File: config.mk
export PLATFORM = sky130hd
export DESIGN_NAME = sleep_seq_top
export DESIGN_NICKNAME = d
export VERILOG_FILES = /design/src/rtl/sleep_seq_pkg.sv /design/src/rtl/sleep_seq_ctrl.sv /design/src/rtl/sleep_seq_dp.sv /design/src/rtl/sleep_seq_top.sv
export SDC_FILE = /design/constraint.sdc
export NUM_CORES = 1
export LEC_CHECK = 0
export BUFFER_PORTS_ARGS = -buffer_cell sky130_fd_sc_hd__buf_2
export CORE_AREA = 3 3 40 42
export CTS_CLUSTER_SIZE = 40
export DETAILED_ROUTE_END_ITERATION = 6
export DIE_AREA = 0 0 43 45
export GPL_TIMING_DRIVEN = 1
export PLACE_DENSITY = 0.58
export SETUP_SLACK_MARGIN = 0.2
export SLEW_MARGIN = 20
export SYNTH_ARGS = -nofsm -noshare
export SYNTH_HDL_FRONTEND = slang
export SYNTH_HIERARCHICAL = 1
export SYNTH_SLANG_ARGS = --single-unit
File: constraint.sdc
create_clock -name clk -period 4.72 [get_ports clk]
set_clock_uncertainty 0.2 [all_clocks]
set_input_delay 0.944 -clock clk [delete_from_list [all_inputs] [get_ports clk]]
set_output_delay 0.944 -clock clk [all_outputs]
set_load 0.1 [all_outputs]
File: src/rtl/sleep_seq_pkg.sv
package sleep_seq_pkg;
  typedef enum logic [2:0] {
    ST_AWAKE  = 3'd0,
    ST_ENTER  = 3'd1,
    ST_ASLEEP = 3'd2,
    ST_EXIT   = 3'd3,
    ST_RECOV  = 3'd4
  } seqState_t;

  // strobes from control to datapath
  typedef struct packed {
    logic loadEntry;
    logic loadExit;
    logic loadRecov;
    logic countDown;
  } seqStrobe_t;
endpackage

File: src/rtl/sleep_seq_ctrl.sv
module sleep_seq_ctrl
  import sleep_seq_pkg::*;
(
  input  logic       clk,
  input  logic       rstN,
  input  logic       reqSync,
  input  logic       cntZero,
  output seqStrobe_t strobe,
  output logic       awake,
  output logic       sleepActive,
  output logic       lowPower,
  output logic       recovActive
);
  seqState_t state, stateNext;

  always_comb begin
    stateNext = state;
    strobe    = '0;
    unique case (state)
      ST_AWAKE: if (reqSync) begin
        stateNext        = ST_ENTER;
        strobe.loadEntry = 1'b1;
      end
      ST_ENTER: if (cntZero) stateNext = ST_ASLEEP;
                else strobe.countDown = 1'b1;
      ST_ASLEEP: if (!reqSync) begin
        stateNext       = ST_EXIT;
        strobe.loadExit = 1'b1;
      end
      ST_EXIT: if (cntZero) begin
        stateNext        = ST_RECOV;
        strobe.loadRecov = 1'b1;
      end else strobe.countDown = 1'b1;
      ST_RECOV: if (cntZero) stateNext = ST_AWAKE;
                else strobe.countDown = 1'b1;
      default: stateNext = ST_AWAKE;
    endcase
  end

  always_ff @(posedge clk or negedge rstN) begin
    if (!rstN) state <= ST_AWAKE;
    else       state <= stateNext;
  end

  assign awake       = (state == ST_AWAKE);
  assign lowPower    = (state == ST_ASLEEP);
  assign recovActive = (state == ST_RECOV);
  assign sleepActive = (state == ST_ENTER) || (state == ST_ASLEEP) || (state == ST_EXIT);


  asleep_from_entry_chk: assert property (@(posedge clk) disable iff (!rstN)
    (state == ST_ASLEEP && $past(state) != ST_ASLEEP) |-> $past(state) == ST_ENTER);


  recov_to_awake_chk: assert property (@(posedge clk) disable iff (!rstN)
    $fell(recovActive) |-> (state == ST_AWAKE));
endmodule

File: src/rtl/sleep_seq_dp.sv
module sleep_seq_dp
  import sleep_seq_pkg::*;
#(
  parameter int SYNC_STAGES = 2,
  parameter int ENTRY_CYC   = 2,
  parameter int EXIT_CYC    = 2,
  parameter int RECOV_CYC   = 2
) (
  input  logic       clk,
  input  logic       rstN,
  input  logic       sleepReq,
  input  logic       selReq,
  input  logic       selWe,
  input  seqStrobe_t strobe,
  input  logic       awake,
  input  logic       recovActive,
  output logic       reqSync,
  output logic       cntZero,
  output logic       accessGrant,
  output logic       accessDone,
  output logic       busOe,
  output logic       protoErr
);
  localparam int MAX_A = (ENTRY_CYC > EXIT_CYC) ? ENTRY_CYC : EXIT_CYC;
  localparam int MAX_C = (MAX_A > RECOV_CYC) ? MAX_A : RECOV_CYC;
  localparam int CNT_W = (MAX_C > 1) ? $clog2(MAX_C) : 1;

  logic [SYNC_STAGES-1:0] syncQ;
  logic [CNT_W-1:0]       cnt;
  logic                   pendValid, pendWe;
  logic                   violation;

  // request synchronizer chain
  always_ff @(posedge clk or negedge rstN) begin
    if (!rstN) syncQ <= '0;
    else       syncQ <= {syncQ[SYNC_STAGES-2:0], sleepReq};
  end
  assign reqSync = syncQ[SYNC_STAGES-1];

  // phase counter
  always_ff @(posedge clk or negedge rstN) begin
    if (!rstN)                 cnt <= '0;
    else if (strobe.loadEntry) cnt <= CNT_W'(ENTRY_CYC - 1);
    else if (strobe.loadExit)  cnt <= CNT_W'(EXIT_CYC - 1);
    else if (strobe.loadRecov) cnt <= CNT_W'(RECOV_CYC - 1);
    else if (strobe.countDown) cnt <= cnt - 1'b1;
  end
  assign cntZero = (cnt == '0);

  // access gating and pending slot
  assign accessGrant = selReq && awake && !reqSync;

  always_ff @(posedge clk or negedge rstN) begin
    if (!rstN) begin
      pendValid <= 1'b0;
      pendWe    <= 1'b0;
    end else begin
      pendValid <= accessGrant;
      pendWe    <= selWe;
    end
  end

  assign accessDone = pendValid && awake && !reqSync;
  assign busOe      = accessDone && !pendWe;

  // protocol error pulse
  assign violation = selReq && (recovActive || (awake && reqSync));
  always_ff @(posedge clk or negedge rstN) begin
    if (!rstN) protoErr <= 1'b0;
    else       protoErr <= violation;
  end


  done_after_grant_chk: assert property (@(posedge clk) disable iff (!rstN)
    accessDone |-> $past(accessGrant));


  oe_only_on_done_chk: assert property (@(posedge clk) disable iff (!rstN)
    busOe |-> accessDone);
endmodule

File: src/rtl/sleep_seq_top.sv
module sleep_seq_top
  import sleep_seq_pkg::*;
#(
  parameter int SYNC_STAGES = 2,
  parameter int ENTRY_CYC   = 2,
  parameter int EXIT_CYC    = 2,
  parameter int RECOV_CYC   = 2
) (
  input  logic clk,
  input  logic rstN,
  input  logic sleepReq,
  input  logic selReq,
  input  logic selWe,
  output logic accessGrant,
  output logic accessDone,
  output logic busOe,
  output logic sleepActive,
  output logic lowPower,
  output logic recovActive,
  output logic protoErr
);
  seqStrobe_t strobe;
  logic       reqSync, cntZero, awake;

  sleep_seq_ctrl u_ctrl (
    .clk(clk), .rstN(rstN), .reqSync(reqSync), .cntZero(cntZero),
    .strobe(strobe), .awake(awake), .sleepActive(sleepActive),
    .lowPower(lowPower), .recovActive(recovActive)
  );

  sleep_seq_dp #(
    .SYNC_STAGES(SYNC_STAGES), .ENTRY_CYC(ENTRY_CYC),
    .EXIT_CYC(EXIT_CYC), .RECOV_CYC(RECOV_CYC)
  ) u_dp (
    .clk(clk), .rstN(rstN), .sleepReq(sleepReq), .selReq(selReq),
    .selWe(selWe), .strobe(strobe), .awake(awake),
    .recovActive(recovActive), .reqSync(reqSync), .cntZero(cntZero),
    .accessGrant(accessGrant), .accessDone(accessDone), .busOe(busOe),
    .protoErr(protoErr)
  );


  no_grant_in_seq_chk: assert property (@(posedge clk) disable iff (!rstN)
    accessGrant |-> !sleepActive && !recovActive);


  no_done_in_seq_chk: assert property (@(posedge clk) disable iff (!rstN)
    accessDone |-> !sleepActive && !recovActive);
endmodule

==> qor.yml <==
synth.area.top_cells: "dfrtp_1, nor2_1, xor2_1, a21oi_1, nor3_1"
rows: 13
cts.clk_slew.worst_paths_ps: 50
syn-num-nets: 44
grt_first_pass_wirelength_um: 1150
cts_resized: 0
slew_headroom: 0.677
grt_pass1_vias: 265
hold_viol_final: 0
max_slew.worst_pin.slew_ps: 487
cts_sinks: 9
root_buffer: "clkbuf_4"
critPathLaunchType: "flip-flop"
start_util: 0.319
overflow: 0
timing.final.crit_share: 0.631
final_cell_mix: "buf_2, dfrtp_1, nor2_1"
max_freq_mhz: 336
gp_congestion: 0.725
final.setup.tns_ps: 0
cpMostUsedCell: "nor3_1"
diodes: 0
core_area_mm2: 0.00128
setup_violations: 0
end_kind: "output port"
wl_per_cell_um: 10.4
rsz0062_at_grt: "false"
max-cap-violations: 0
vias: 309
fin_util: 0.393
cts_buffers: 3
ctsHoldBuffers: 0
grt_antenna_before_repair: 0
dieArea_mm2: 0.00194
crit_path_cell_trace: "nor3_1 > nand2_1 > nor3_1 > buf_2"
pin_count: 12
cpMaxStageDelayCell: "dfrtp_1"
cp_data_arrival_time_ps: 1830
synth_warnings: 6
synthToLayoutAreaGrowth_pct: 23.2
r2r_cells: 4
port_buffers: 11
nets: 59
fin_area_um2: 505
cts_tree: "yes"
path_max_fanout: 11
clkLatencyLatePin_ps: 250
postCtsSetupBuffers: 0
hold-path-cell-count: 0
holdWs_ps: 146
grt.total_usage: 0.0861
firstDrtPassIters: 2
netlist.area_leader.share: 0.549
drtIter0Drc: 5
layout_commonest_cell: "buf_2"
cp.required_ps: 3580
post_synth.cell_area_avg_um2: 10.5
drcViolationCount: 0
ys_types: 19
ys_ff_latch: 9
netlist_instances: 39
crit_type: "flip-flop to output port"
grt_max_degree: 12
layout-drive-gt1-share: 0.340
place_area_um2: 479
final_max_slew_viol_count: 0
yosysSeqAreaShare: 0.549
fp.dieH_um: 45
die_w_um: 43
clock_path_buffers: 2
cpPeakStageDelay_ps: 480
h-tree-depth: 1
netlist_area_um2: 410
drtAntennaViolNets: 0
fin_crit_ps: 2980
drt_wl_total_um: 709
yosysTopAreaCell: "dfrtp_1"
avgViaCountPerCell: 4.54
status: "finished, final reports clean"
hold_class: "flip-flop to flip-flop"
-- per-stage QoR --
| step | setup slack [ps] | instances |
|---|---|---|
| finish | 1740 | 68 |
| global route | 1630 | 68 |
| global placement | 1980 | 64 |
| detailed placement | 1970 | 64 |
| floorplan | 629 | 39 |
| CTS | 1740 | 68 |
-- cell families (layout without fill, tap and decap cells) --
group,after synthesis,after routing,share of synthesized area
compound gates,7,7,0.131
xor+xnor,2,2,0.0427
buf+inv,3,17,0.0305
flops,9,9,0.549
simple gates,18,18,0.247
-- cell type report --
class | count | area, µm²
fillers | 130 | 779
inverters | 2 | 7.51
multi-input cells | 27 | 173
clock buffers | 4 | 26.3
flip-flops and latches | 9 | 225
repair buffers | 11 | 55.1
well taps | 15 | 18.8
-- sequential cells by signal, summed over array words and instances, names as in the netlist --
register,count
u_dp/pendWe,1
u_dp/protoErr,1
u_ctrl/state,3
u_dp/pendValid,1
u_dp/syncQ,2
u_dp/cnt,1
-- cells in the mapped netlist --
cell and number:
inv_1 2, xor2_1 2, o21a_1 1, and2_1 1, nand3b_1 1, nand2b_1 2
a21oi_1 3, or3b_4 1, o22ai_2 1, or4_1 1, a21oi_2 1, buf_2 1
and3b_1 1, nor3_1 3, nor2b_1 1, nand2_1 2, a21bo_2 1, dfrtp_1 9
nor2_1 5
-- worst max-delay path, delay by kind of cell, from the launching register on --
family | cells | cell delay [ps]
DFF | 1 | 480
buffers and inverters | 1 | 450
and+or+nand+nor | 3 | 650
-- routing by layer --
layer,global-route usage,part of all wire,vias to the layer above
met5,0,0,-
met4,0.0181,0,0
met3,0.0717,0.076,0
met2,0.114,0.44,9
met1,0.108,0.48,138
li1,-,-,162
-- worst paths after layout --
path / start / endpoint / slack, ps
setup / recovery: u_ctrl/state[0]$_DFFE_PN0P_ / busOe / 1740
hold / removal: u_dp/syncQ[0]$_DFF_PN0_ / u_dp/syncQ[1]$_DFF_PN0_ / 150
hold reg to reg: u_dp/syncQ[0]$_DFF_PN0_ / u_dp/syncQ[1]$_DFF_PN0_ / 150
max in group asynchronous: rstN / u_dp/syncQ[1]$_DFF_PN0_ / 3810
min in group asynchronous: rstN / u_ctrl/state[2]$_DFFE_PN0P_ / 330
setup reg to reg: u_ctrl/state[0]$_DFFE_PN0P_ / u_dp/cnt$_DFFE_PN0P_ / 2850
Power is not shown: default switching activity piles up to over one toggle a cycle in this logic, so the estimate is an artifact.
